## src/rtl/otm_pkg.sv

```systemverilog
package otm_pkg;
  typedef struct packed {
    logic tonmin;
    logic short_gnd;
    logic tonmax;
    logic ovt;
  } otm_flags_t;
endpackage

```

## src/rtl/otm_fail_counter.sv

```systemverilog
module otm_fail_counter #(
  parameter int FAIL_LIMIT = 32,
  parameter int GOOD_RUN   = 8
) (
  input  logic clk,
  input  logic rst_n,
  input  logic cyc_valid,
  input  logic cyc_short,
  input  logic startup,
  output logic fail_val
);
  localparam int CNT_W = $clog2(FAIL_LIMIT + 1);
  localparam int RUN_W = $clog2(GOOD_RUN + 1);
  localparam logic [CNT_W-1:0] LIM      = CNT_W'(FAIL_LIMIT);
  localparam logic [RUN_W-1:0] RUN_LAST = RUN_W'(GOOD_RUN - 1);

  logic [CNT_W-1:0] cnt_q, cnt_n;
  logic [RUN_W-1:0] run_q, run_n;
  logic             cnt_en;

  assign cnt_en = cyc_valid && !startup;

  always_comb begin
    cnt_n    = cnt_q;
    run_n    = run_q;
    fail_val = 1'b0;
    if (cnt_en) begin
      if (cyc_short) begin
        run_n = '0;
        if (cnt_q == LIM) begin
          fail_val = 1'b1;
          cnt_n    = '0;
        end else begin
          cnt_n = cnt_q + CNT_W'(1);
        end
      end else if (run_q == RUN_LAST) begin
        run_n = '0;
        cnt_n = '0;
      end else begin
        run_n = run_q + RUN_W'(1);
      end
    end
  end

  always_ff @(posedge clk or negedge rst_n) begin
    if (!rst_n) begin
      cnt_q <= '0;
      run_q <= '0;
    end else if (cnt_en) begin
      cnt_q <= cnt_n;
      run_q <= run_n;
    end
  end


  cnt_range_chk: assert property (@(posedge clk) disable iff (!rst_n)
    cnt_q <= LIM);


  startup_freeze_chk: assert property (@(posedge clk) disable iff (!rst_n)
    (cyc_valid && startup) |=> ($stable(cnt_q) && $stable(run_q)));
endmodule

```

## src/rtl/otm_tonmax_detect.sv

```systemverilog
module otm_tonmax_detect #(
  parameter int TMAXOFF_CYC = 16
) (
  input  logic clk,
  input  logic rst_n,
  input  logic cyc_valid,
  input  logic cyc_tonmax,
  output logic tmax_det,
  output logic tmax_off
);
  localparam int TM_W = $clog2(TMAXOFF_CYC + 1);
  localparam logic [TM_W-1:0] TM_LOAD = TM_W'(TMAXOFF_CYC);

  logic            prev_q, prev_n;
  logic [TM_W-1:0] tmr_q, tmr_n;

  assign tmax_det = cyc_valid && cyc_tonmax && prev_q;

  always_comb begin
    prev_n = prev_q;
    if (cyc_valid) prev_n = cyc_tonmax && !tmax_det;
    if (tmax_det)          tmr_n = TM_LOAD;
    else if (tmr_q != '0)  tmr_n = tmr_q - TM_W'(1);
    else                   tmr_n = tmr_q;
  end

  always_ff @(posedge clk or negedge rst_n) begin
    if (!rst_n) begin
      prev_q <= 1'b0;
      tmr_q  <= '0;
    end else begin
      prev_q <= prev_n;
      tmr_q  <= tmr_n;
    end
  end

  assign tmax_off = (tmr_q != '0);


  tmax_window_chk: assert property (@(posedge clk) disable iff (!rst_n)
    tmax_det |=> tmax_off);
endmodule

```

## src/rtl/otm_restart_timer.sv

```systemverilog
module otm_restart_timer #(
  parameter int RESTART_CYC = 256
) (
  input  logic clk,
  input  logic rst_n,
  input  logic limp,
  output logic tick
);
  localparam int RS_W = (RESTART_CYC > 1) ? $clog2(RESTART_CYC) : 1;
  localparam logic [RS_W-1:0] RS_LAST = RS_W'(RESTART_CYC - 1);

  logic [RS_W-1:0] cnt_q, cnt_n;

  assign tick = limp && (cnt_q == RS_LAST);

  always_comb begin
    if (!limp || tick) cnt_n = '0;
    else               cnt_n = cnt_q + RS_W'(1);
  end

  always_ff @(posedge clk or negedge rst_n) begin
    if (!rst_n) cnt_q <= '0;
    else        cnt_q <= cnt_n;
  end


  restart_idle_chk: assert property (@(posedge clk) disable iff (!rst_n)
    !limp |=> (cnt_q == '0));
endmodule

```

## src/rtl/otm_monitor.sv

```systemverilog
module otm_monitor
  import otm_pkg::*;
#(
  parameter int FAIL_LIMIT  = 32,
  parameter int GOOD_RUN    = 8,
  parameter int TMAXOFF_CYC = 16,
  parameter int RESTART_CYC = 256
) (
  input  logic clk,
  input  logic rst_n,
  input  logic cyc_valid,
  input  logic cyc_short,
  input  logic cyc_tonmax,
  input  logic vled_low,
  input  logic ovt_hot,
  input  logic startup,
  input  logic limp,
  input  logic rc_clear,
  output logic flag_tonmin,
  output logic flag_short,
  output logic flag_tonmax,
  output logic flag_ovt,
  output logic buck_off,
  output logic tmax_off,
  output logic fe_crit,
  output logic fe_noncrit
);
  otm_flags_t flg_q, flg_n;
  logic       fail_val, tmax_det, restart_tick, clr;

  otm_fail_counter #(.FAIL_LIMIT(FAIL_LIMIT), .GOOD_RUN(GOOD_RUN)) u_cnt (
    .clk(clk), .rst_n(rst_n), .cyc_valid(cyc_valid), .cyc_short(cyc_short),
    .startup(startup), .fail_val(fail_val));

  otm_tonmax_detect #(.TMAXOFF_CYC(TMAXOFF_CYC)) u_tmax (
    .clk(clk), .rst_n(rst_n), .cyc_valid(cyc_valid), .cyc_tonmax(cyc_tonmax),
    .tmax_det(tmax_det), .tmax_off(tmax_off));

  otm_restart_timer #(.RESTART_CYC(RESTART_CYC)) u_rst (
    .clk(clk), .rst_n(rst_n), .limp(limp), .tick(restart_tick));

  // Clear source: software in normal mode, periodic tick in limp home.
  assign clr = limp ? restart_tick : rc_clear;

  always_comb begin
    flg_n.tonmin    = (fail_val && !vled_low) || (flg_q.tonmin    && !clr);
    flg_n.short_gnd = (fail_val &&  vled_low) || (flg_q.short_gnd && !clr);
    flg_n.tonmax    = tmax_det                || (flg_q.tonmax    && !clr);
    flg_n.ovt       = ovt_hot                 || (flg_q.ovt       && !clr);
  end

  always_ff @(posedge clk or negedge rst_n) begin
    if (!rst_n) flg_q <= '0;
    else        flg_q <= flg_n;
  end

  assign flag_tonmin = flg_q.tonmin;
  assign flag_short  = flg_q.short_gnd;
  assign flag_tonmax = flg_q.tonmax;
  assign flag_ovt    = flg_q.ovt;
  assign fe_crit     = flg_q.tonmin || flg_q.short_gnd || flg_q.ovt;
  assign fe_noncrit  = flg_q.tonmax;
  assign buck_off    = fe_crit || tmax_off || (limp && flg_q.tonmax);


  rc_release_chk: assert property (@(posedge clk) disable iff (!rst_n)
    (!limp && rc_clear && !fail_val) |=> !flag_tonmin);


  tmax_rise_chk: assert property (@(posedge clk) disable iff (!rst_n)
    $rose(flag_tonmax) |-> tmax_off);


  limp_rc_ignored_chk: assert property (@(posedge clk) disable iff (!rst_n)
    (limp && !restart_tick && flag_tonmin) |=> flag_tonmin);
endmodule

```

## config.mk

```make
export PLATFORM = sky130hd
export DESIGN_NAME = otm_monitor
export DESIGN_NICKNAME = d
export VERILOG_FILES = /design/src/rtl/otm_pkg.sv /design/src/rtl/otm_fail_counter.sv /design/src/rtl/otm_tonmax_detect.sv /design/src/rtl/otm_restart_timer.sv /design/src/rtl/otm_monitor.sv
export SDC_FILE = /design/constraint.sdc
export NUM_CORES = 1
export LEC_CHECK = 0
export BUFFER_PORTS_ARGS = -buffer_cell sky130_fd_sc_hd__buf_2
export CAP_MARGIN = 25
export CORE_MARGIN = 1.5
export CORE_UTILIZATION = 40
export DETAILED_ROUTE_END_ITERATION = 8
export GPL_TIMING_DRIVEN = 0
export HOLD_SLACK_MARGIN = 0.12
export SETUP_SLACK_MARGIN = 0.05
export SYNTH_ARGS = -nofsm -noshare
export SYNTH_HDL_FRONTEND = slang
export SYNTH_SLANG_ARGS = --single-unit
```

## constraint.sdc

```tcl
create_clock -name clk -period 1.15 [get_ports clk]
set_input_delay 0 -clock clk [delete_from_list [all_inputs] [get_ports clk]]
set_output_delay 0 -clock clk [all_outputs]
set_load 0.05 [all_outputs]
```

======== After elaboration in Yosys (flattened, before gate mapping) ========
Cells that the tools add are included.
W data, S select, Z words.
word-level totals
  bits in registers ....................... 28
  input port bits ......................... 10
operators by class
  add/sub/neg operators ................... 4
  equality and inequality tests ........... 3
  mux-type cells .......................... 12
  reduce and logical (&&, ||, !) cells .... 30
operator list
  cell                   count
  $mux W6                3
  $logic_and A1 B1 Y1    12
  $mux W5                2
  $logic_or A1 B1 Y1     9
  $add A8 B1 Y8 const B  1
  $eq A8 B8 Y1 const B   1
  $mux W4                2
  $mux W8                1
  $add A6 B1 Y6 const B  1
  $eq A6 B6 Y1 const B   1
  $logic_not A1 Y1       5
  $reduce_bool A5 Y1     1
  $sub A5 B1 Y5 const B  1
  $add A4 B1 Y4 const B  1
  $eq A4 B3 Y1 const B   1
  $mux W1                4
  $reduce_bool A2 Y1     2
  $reduce_and A2 Y1      1

======== Depth between registers and ports, before layout ========
Gate-level depths: netlist (run 1).
  depth in word-level cells ............... 6
  mapped depth ............................ 7

======== By module ========
From an unflattened synthesis (run 1), not the netlist that was laid out.
second synthesis, totals
  cells, all modules ...................... 142
  area, all modules ....................... 1473.9 µm²
by module, submodules not included
  module             times used  cells an instance  area each (µm²)
  otm_fail_counter   1           60                 618.1
  otm_restart_timer  1           39                 377.9
  otm_tonmax_detect  1           30                 302.8
  otm_monitor        1           13                 175.2

======== Least setup slack after synthesis (run 1) ========
OpenSTA, ideal clock, no wires.
  path kind ............................... reg-to-output
  from .................................... register flg_q (netlist bit flag_ovt)
  to ...................................... output port buck_off
  arrival time ............................ 1.756 ns
  data required time ...................... 1.150 ns
  setup slack ............................. -0.606 ns
  cell stages (with the launch flop) ...... 3
  path through ............................ dfrtp_1 -> or3_1 -> a211o_1
on the way
  longest elaborated chain between the ends .. 3
ends and longest elaborated chain
  element                           RTL line           source
  start, declared                   otm_monitor.sv:28  otm_flags_t flg_q, flg_n;
  start signal, assigned            otm_monitor.sv:54  else flg_q <= flg_n;
  $logic_or A1 B1 Y1                otm_monitor.sv:61  assign fe_crit = flg_q.tonmin || flg_q.short_gnd || flg_q.ovt;
  named net fe_crit                 otm_monitor.sv:25  output logic fe_crit,
  $logic_or A1 B1 Y1 (2 in series)  otm_monitor.sv:63  assign buck_off = fe_crit || tmax_off || (limp && flg_q.tonmax);
  end, declared                     otm_monitor.sv:23  output logic buck_off,
The timed path passes the listed nets, and every way through them passes these cells.

======== Worst setup path after layout (run 1) ========
  from .................................... register u_tmax.tmr_q[1]
  to ...................................... output port buck_off
on the way
  longest elaborated chain between the ends .. 3
ends and longest elaborated chain
  element                           RTL line                 source
  start, declared                   otm_tonmax_detect.sv:15  logic [TM_W-1:0] tmr_q, tmr_n;
  start signal, assigned            otm_tonmax_detect.sv:33  tmr_q <= tmr_n;
  $reduce_bool A5 Y1                otm_tonmax_detect.sv:37  assign tmax_off = (tmr_q != '0);
  $logic_or A1 B1 Y1 (2 in series)  otm_monitor.sv:63
Every way passes these cells.

==> results of run 1 <==
[registers in the layout, indices dropped and copies added (netlist names)]
| name | count |
|---|---|
| flag_short | 1 |
| u_cnt.run_q | 4 |
| flag_ovt | 1 |
| u_tmax.tmr_q | 5 |
| u_rst.cnt_q | 8 |
| u_tmax.prev_q | 1 |
| fe_noncrit | 1 |
| flag_tonmin | 1 |
| u_cnt.cnt_q | 6 |
[cell usage after synthesis, drive strengths merged]
library cell | count | share of area, %
nor2 | 14 | 3.7
nand2b | 2 | 0.88
a21oi | 3 | 1.1
nor4 | 1 | 0.44
nor4b | 1 | 1.7
dfrtp | 28 | 49
a32o | 1 | 0.70
xor2 | 3 | 1.8
nand3 | 10 | 3.9
nor2b | 1 | 0.44
a211oi | 1 | 0.88
a21o | 3 | 1.6
or2 | 1 | 0.44
or3 | 2 | 0.88
and2b | 1 | 0.53
nand2 | 19 | 5.0
a211o | 1 | 0.61
a31oi | 1 | 0.44
o21ai | 14 | 6.0
o41ai | 1 | 1.1
xnor2 | 3 | 1.8
inv | 7 | 1.8
and3 | 3 | 1.7
ha | 5 | 4.4
and4 | 1 | 0.61
a41oi | 1 | 1.1
mux2i | 2 | 1.4
clkbuf | 1 | 0.26
nor3 | 6 | 2.1
and2 | 3 | 1.3
buf | 2 | 0.88
mux2 | 1 | 0.79
and3b | 1 | 0.61
[worst paths after layout]
kind                            startpoint               to  slack (ns)
hold reg to reg              u_tmax.prev_q    u_tmax.prev_q        0.48
setup / recovery           u_tmax.tmr_q[1]         buck_off       -0.55
max in group asynchronous            rst_n         flag_ovt        0.48
min in group asynchronous            rst_n  u_tmax.tmr_q[3]        0.20
hold / removal                     startup      flag_tonmin        0.12
setup reg to reg           u_tmax.tmr_q[1]  u_tmax.tmr_q[2]       -0.30
[logic make-up after synthesis]
family | count (synthesis) | share of synthesized area, %
and+or+nand+nor | 66 | 24.1
adders and majority gates | 5 | 4.39
AOI/OAI and AO/OA | 26 | 13.5
DFF | 28 | 49.1
muxes | 3 | 2.19
buffers and inverters | 10 | 2.98
xor gates and xnor gates | 6 | 3.68
[critical path, stage by stage, from the launching register on]
cell	delay (ns)
dfrtp_1	0.43
inv_2	0.07
ha_4	0.13
nor4b_4	0.26
inv_4	0.06
a211o_4	0.27
buf_6	0.15
[area by class of cell]
| type | instances | area share, % |
|---|---|---|
| Clock buffer | 4 | 1.24 |
| Inverter | 7 | 1.36 |
| Tap cell | 46 | 2.72 |
| Buffer | 3 | 0.887 |
| Sequential cell | 28 | 33.4 |
| Multi-Input combinational cell | 106 | 40.0 |
| Timing Repair Buffer | 53 | 20.5 |
[per-stage QoR]
stage	utilization [%]	std cells
floorplan	-	144
global placement	47.2	207
detailed placement	47.2	207
CTS	58.4	240
global route	62.4	247
finish	62.4	247
[per-layer routing]
layer	GRT usage (%)	vias up	routed length (µm)
li1	-	612	-
met2	33.7	23	1920
met4	5.28	0	46
met1	21.5	601	1440
met5	0	-	0
met3	2.88	4	78
[repair_timing]
item	CTS	global route
buffers inserted	22	10
setup endpoints to repair	28	31
gates resized for setup	29	22
endpoints found under the hold margin	49	0
pin swaps	23	18
hold buffers	7	0
[power breakdown]
part	total (mW)	internal (mW)	switching, mW
combinational	1.29	0.679	0.609
sequential	1.40	1.18	0.225
clock	0.419	0.136	0.283
total	3.11	1.99	1.12
==> impl_metrics.yaml, run 1 <==
pwr:
  leakage_nw: 0.938
  irDropWorstVdd_mv: 0.882
  power_density_nw_per_um2: 1470
  finalPower_mw: 3.11
setup_path:
  critPathKind: "reg -> out"
  start_kind: "flip-flop"
  cp-end-kind: "output pin"
  rr_worst_depth: 8
  cp_max_fo: 2
  worstPathArrival_ns: 1.70
  required_ns: 1.15
place:
  dpl_cell_area_um2: 1600
  gp_congestion: 0.761
  preCtsSetupSlack_ns: -0.396
  dp_hpwl_um: 1950
  port-buffer-count: 17
floorplanning:
  io_pins: 18
  die_h_um: 62.7
  die_w_um: 62.7
  num_rows: 21
  die-area_um2: 3930
  initial_core_util_pct: 42.1
  core-area_um2: 3390
clocking:
  clk_latency_ns: 0.33
  cts.path.max_buffers: 2
  cts_tree: "built"
  cts_made_buffers: 3
  clock-sinks: 28
  cts_root_buf: "clkbuf_4"
  htree_levels: 1
  cts.clk_slew.worst_paths_ns: 0.16
sta:
  hold_viol: 0
  fin_ws_ns: -0.553
  finalMaxSlewViolations: 0
  setup_tns_ns: -3.13
  fin_skew_ns: 0.0153
  post-route-min-period_ns: 1.70
  fmaxAchievable_mhz: 587
  final-setup-viol-count: 22
  tightest_slew_ns: 0.639
  slew_headroom_pct: 57.4
  rsz0062_at_grt: "yes"
  timing.final.crit_share_pct: 148
  holdWs_ns: 0.120
yosys:
  yosysUniqueCellTypes: 39
  ys_warn_count: 0
  syn_area_per_cell_um2: 9.91
  syn_area_um2: 1430
  synth_seq_area_share_pct: 49.1
  synth_cells: 144
  synth-seq-cells: 28
  synth_nets: 159
detailed_routing:
  route.detailed.drc: 0
  vias_per_cell: 5.02
  drt_pass1_iterations: 4
  via_count: 1240
  dr.first_iter.drc_count: 71
  drt_wl_total_um: 3490
  ant_nets: 0
  avgRoutedWirePerCell_um: 14.1
grt:
  grt_pass1_wl_um: 5680
  grt_max_degree: 29
  grt_pass1_vias: 1240
  antenna_found_initial: 0
  grt_usage_pct: 18.2
  overflow: 0
final_layout:
  mostFrequentLayoutCell: "buf_4"
  drive_above_1_share_pct: 42.8
  multi_input_area_um2: 846
  fin_nets: 217
  area.growth.synth_to_final_pct: 48.3
  final_cell_mix: "buf_4, dfrtp_1, nand2_1"
  nFillCells: 279
  num_antenna_cells: 0
  stdcell_area_um2: 2120
  seq_area_um2: 706
worst_hold_path:
  worstHoldPathCells: 4
  hold_class: "in -> reg"
status:
  status: "finished with violations"
  violations: "negative setup slack"
run:
  max_cap_viol_count: 0
Note: power is estimated with default switching activity, not from simulation.
==> run 2: changes to the inputs <==
clock period = 2 ns   (was 1.15 ns; I/O delays follow)
==> impl_metrics.yaml, run 2 (synthesis results as in run 1) <==
status:
  status: "finished, final reports clean"
grt:
  grt_pass1_wl_um: 4600
  grt_pass1_vias: 1045
  antenna_found_initial: 0
  grt_usage_pct: 14.3
  grt_max_degree: 29
  overflow: 0
clocking:
  cts_tree: "built"
  htree_levels: 1
  cts.path.max_buffers: 2
  cts_made_buffers: 3
  cts_root_buf: "clkbuf_4"
  clock-sinks: 28
  cts.clk_slew.worst_paths_ns: 0.15
  clk_latency_ns: 0.33
floorplanning:
  initial_core_util_pct: 42.1
  core-area_um2: 3390
  die_h_um: 62.7
  die-area_um2: 3930
  io_pins: 18
  die_w_um: 62.7
  num_rows: 21
sta:
  tightest_slew_ns: 0.623
  fin_ws_ns: 0.178
  setup_tns_ns: 0
  slew_headroom_pct: 58.5
  timing.final.crit_share_pct: 91.1
  fin_skew_ns: 0.00495
  fmaxAchievable_mhz: 549
  holdWs_ns: 0.130
  finalMaxSlewViolations: 0
  rsz0062_at_grt: "no"
  final-setup-viol-count: 0
  post-route-min-period_ns: 1.82
  hold_viol: 0
pwr:
  pwr-share-seq_pct: 51.8
  power_density_nw_per_um2: 895
  p_sw_uw: 519
  p_sw_share_pct: 34.1
  p_int_mw: 1.00
  leakage_nw: 0.790
  finalPower_mw: 1.52
  power_frac_comb_pct: 29.9
  clockPowerShare_pct: 18.3
  irDropWorstVdd_mv: 0.457
setup_path:
  r2r_start: "u_rst.cnt_q[0]"
  cp-end-kind: "output pin"
  rr_worst_depth: 5
  cp_top_family: "flip-flops"
  r2r_setup_slack_ns: 0.21
  worstPathArrival_ns: 1.82
  cp_slowest_stage_delay_ns: 0.41
  r2r-end: "flag_tonmin"
  slowest_stage: "dfrtp_1"
  setup.worst_path.end: "buck_off"
  critPathKind: "reg -> out"
  cp_num_cells: 6
  required_ns: 2.00
  worstSetupStartpoint: "u_tmax.tmr_q[0]"
  crit_path_cell_trace: "inv_1 > ha_2 > nor4b_4 > inv_2 > a211o_1 > buf_4"
  start_kind: "flip-flop"
  cp_max_fo: 6
  critPathBufInv: 3
detailed_routing:
  ant_nets: 0
  drt_wl_total_um: 2590
  vias_per_cell: 5.00
  drt_pass1_iterations: 4
  route.detailed.drc: 0
  dr.first_iter.drc_count: 34
  avgRoutedWirePerCell_um: 11.8
  via_count: 1100
worst_hold_path:
  hold_class: "in -> reg"
  worstHoldStart: "rc_clear"
final_layout:
  num_antenna_cells: 0
  reg_top3: "u_rst.cnt_q x8, u_cnt.cnt_q x6, u_tmax.tmr_q x5"
  largest_reg_flops: 8
  stdcell_area_um2: 1700
  mostFrequentLayoutCell: "dfrtp_1"
  final_util_pct: 50.1
  nFillCells: 322
  final_cell_mix: "dfrtp_1, nand2_1, buf_2"
  fin_nets: 190
  final_cells: 220
  drive_above_1_share_pct: 20.1
  area.growth.synth_to_final_pct: 19.0
  regMostFlops: "u_rst.cnt_q"
run:
  max_cap_viol_count: 0
place:
  port-buffer-count: 17
  dp_cells: 207
  dp_hpwl_um: 1890
  gp_congestion: 0.775
  dpl_cell_area_um2: 1570
  preCtsSetupSlack_ns: 0.506
## run 2: what timing repair did
| item | in CTS | in global routing |
|---|---|---|
| endpoints found under the setup margin | 0 | 1 |
| hold buffers | 8 | 0 |
| hold endpoints to repair | 49 | 0 |
| gates resized for setup | 0 | 3 |
| setup buffers | 0 | 1 |
## run 2: worst min-delay path by stage
stage / end / slack (ns) / cells past startpoint
final: flag_short / 0.13 / 5
after global routing: flag_short / 0.18 / 5
after CTS: flag_short / 0.13 / 5
after detailed placement: u_cnt.cnt_q[0] / 0.06 / 1
after global placement: u_cnt.cnt_q[0] / 0.06 / 1
after floorplan: fe_noncrit / -0.30 / 0
## run 2: layer usage
metal	vias up	wire [µm]	GRT usage, %
met4	0	23	5.56
met5	-	0	0
met1	525	1270	19.2
met2	15	1230	23.3
met3	2	67	2.34
li1	558	-	-
## run 2: layout make-up
cell class                 count  area [µm²]  share of cell area (%)
tap                           46        57.6                    3.39
clock buffer                   4        36.3                    2.14
multi-input combinational    106         686                    40.4
inverter                       7        26.3                    1.55
sequential                    28         701                    41.3
buffer                         3        16.3                   0.958
timing repair buffer          26         175                    10.3
## run 2: worst register-to-register path, delay by kind of cell (launching register included)
| family | cells | cell delay [ns] |
|---|---|---|
| flops | 1 | 0.46 |
| simple gates | 1 | 0.12 |
| compound gates | 2 | 0.30 |
| buf+inv | 1 | 0.58 |
| fa+ha+maj | 1 | 0.29 |
## run 2: power by group through the flow
stage          clock (mW)  combinational, mW  sequential (mW)
3_5_place_dp            0              0.438            0.798
6_report            0.279              0.454            0.787
5_1_grt             0.314              0.513            0.810
4_1_cts             0.293              0.452            0.787
2_1_floorplan           0              0.331            0.794
3_3_place_gp            0              0.424            0.795
==> run 3: changes to the inputs <==
GPL_TIMING_DRIVEN = unset   (was 0)
==> impl_metrics.yaml, run 3 (synthesis results as in run 1) <==
grt:
  grt_pass1_vias: 1090
  grt_usage_pct: 15.2
  overflow: 0
  grt_pass1_wl_um: 4820
  grt_max_degree: 29
  antenna_found_initial: 0
pwr:
  power_density_nw_per_um2: 960
  leakage_nw: 0.779
  irDropWorstVdd_mv: 0.655
clocking:
  cts.clk_slew.worst_paths_ns: 0.15
  clk_latency_ns: 0.33
  htree_levels: 1
  cts.path.max_buffers: 2
  cts_root_buf: "clkbuf_4"
  clock-sinks: 28
  cts_made_buffers: 3
  cts_tree: "built"
floorplanning:
  num_rows: 21
  die-area_um2: 3930
  die_w_um: 62.7
  die_h_um: 62.7
  initial_core_util_pct: 42.1
  core-area_um2: 3390
  io_pins: 18
run:
  max_cap_viol_count: 0
setup_path:
  r2r_setup_slack_ns: 0.50
  critPathKind: "reg -> out"
  required_ns: 2.00
  r2r_start: "u_tmax.tmr_q[0]"
  cp_max_fo: 4
  cp-end-kind: "output pin"
  worstSetupStartpoint: "u_tmax.tmr_q[0]"
  worstPathArrival_ns: 1.81
  start_kind: "flip-flop"
final_layout:
  largest_reg_flops: 8
  num_antenna_cells: 0
  mostFrequentLayoutCell: "dfrtp_1"
  drive_above_1_share_pct: 19.4
  reg_top3: "u_rst.cnt_q x8, u_cnt.cnt_q x6, u_tmax.tmr_q x5"
  fin_nets: 186
  stdcell_area_um2: 1690
  regMostFlops: "u_rst.cnt_q"
  final_util_pct: 49.8
  area.growth.synth_to_final_pct: 18.3
  final_cell_mix: "dfrtp_1, nand2_1, buf_2"
place:
  port-buffer-count: 17
  dpl_cell_area_um2: 1550
  gp_congestion: 0.814
  dp_hpwl_um: 2010
  preCtsSetupSlack_ns: 0.526
sta:
  setup_tns_ns: 0
  final-setup-viol-count: 0
  finalMaxSlewViolations: 0
  post-route-min-period_ns: 1.81
  holdWs_ns: 0.133
  slew_headroom_pct: 60.2
  fin_ws_ns: 0.191
  rsz0062_at_grt: "no"
  fin_skew_ns: 0.0116
  timing.final.crit_share_pct: 90.5
  hold_viol: 0
  tightest_slew_ns: 0.597
  fmaxAchievable_mhz: 553
detailed_routing:
  dr.first_iter.drc_count: 69
  drt_wl_total_um: 2680
  route.detailed.drc: 0
  vias_per_cell: 5.14
  avgRoutedWirePerCell_um: 12.4
  via_count: 1110
  ant_nets: 0
  drt_pass1_iterations: 4
worst_hold_path:
  worstHoldStart: "rc_clear"
  hold_class: "in -> reg"
status:
  status: "finished, final reports clean"
==> run 3: per-stage QoR <==
stage,instances,power [mW]
floorplan,144,1.13
global placement,204,1.21
detailed placement,204,1.24
CTS,215,1.62
global route,216,1.74
finish,216,1.62
==> run 3: path summary, 6_finish.rpt <==
check | endpoint | cells past startpoint
worst min register to register | u_rst.cnt_q[0] | 1
min in group asynchronous | u_rst.cnt_q[5] | 2
worst max register to register | u_tmax.tmr_q[1] | 6
worst max-delay path | buck_off | 6
worst min-delay path | flag_short | 5
max in group asynchronous | u_cnt.cnt_q[4] | 2
==> run 3: per-layer routing <==
layer  global-route usage (%)  routed length (µm)  up-vias
met2                     25.3                1270       28
met5                        0                   0        -
met1                     19.7                1250      530
li1                         -                   -      548
met4                     3.61                  43        0
met3                     3.96                 111        4
==> run 3: timing repair <==
item,CTS,global route
hold buffers,7,0
buffers inserted,0,1
hold endpoints to repair,47,0
endpoints found under the setup margin,0,1
gates resized for setup,0,3
==> run 3: worst max-delay path, stage by stage (launching register included) <==
cell,delay [ns]
dfrtp_1,0.42
inv_1,0.08
ha_2,0.20
nor4b_4,0.26
inv_2,0.09
a211o_1,0.23
buf_4,0.19
==> run 3: cell type report <==
cell class / count / area [µm²]
Tap cell: 46 / 57.6
Sequential cell: 28 / 701
Fill cell: 309 / 1700
Multi-Input combinational cell: 106 / 686
Clock buffer: 3 / 22.5
Timing Repair Buffer: 25 / 165
Inverter: 7 / 26.3
Clock inverter: 1 / 30.0
==> run 3: where the power goes <==
part	leakage [nW]	total [mW]	internal [mW]	switching, mW
Clock	0.0279	0.365	0.203	0.162
Sequential	0.348	0.799	0.675	0.124
Combinational	0.403	0.457	0.210	0.248
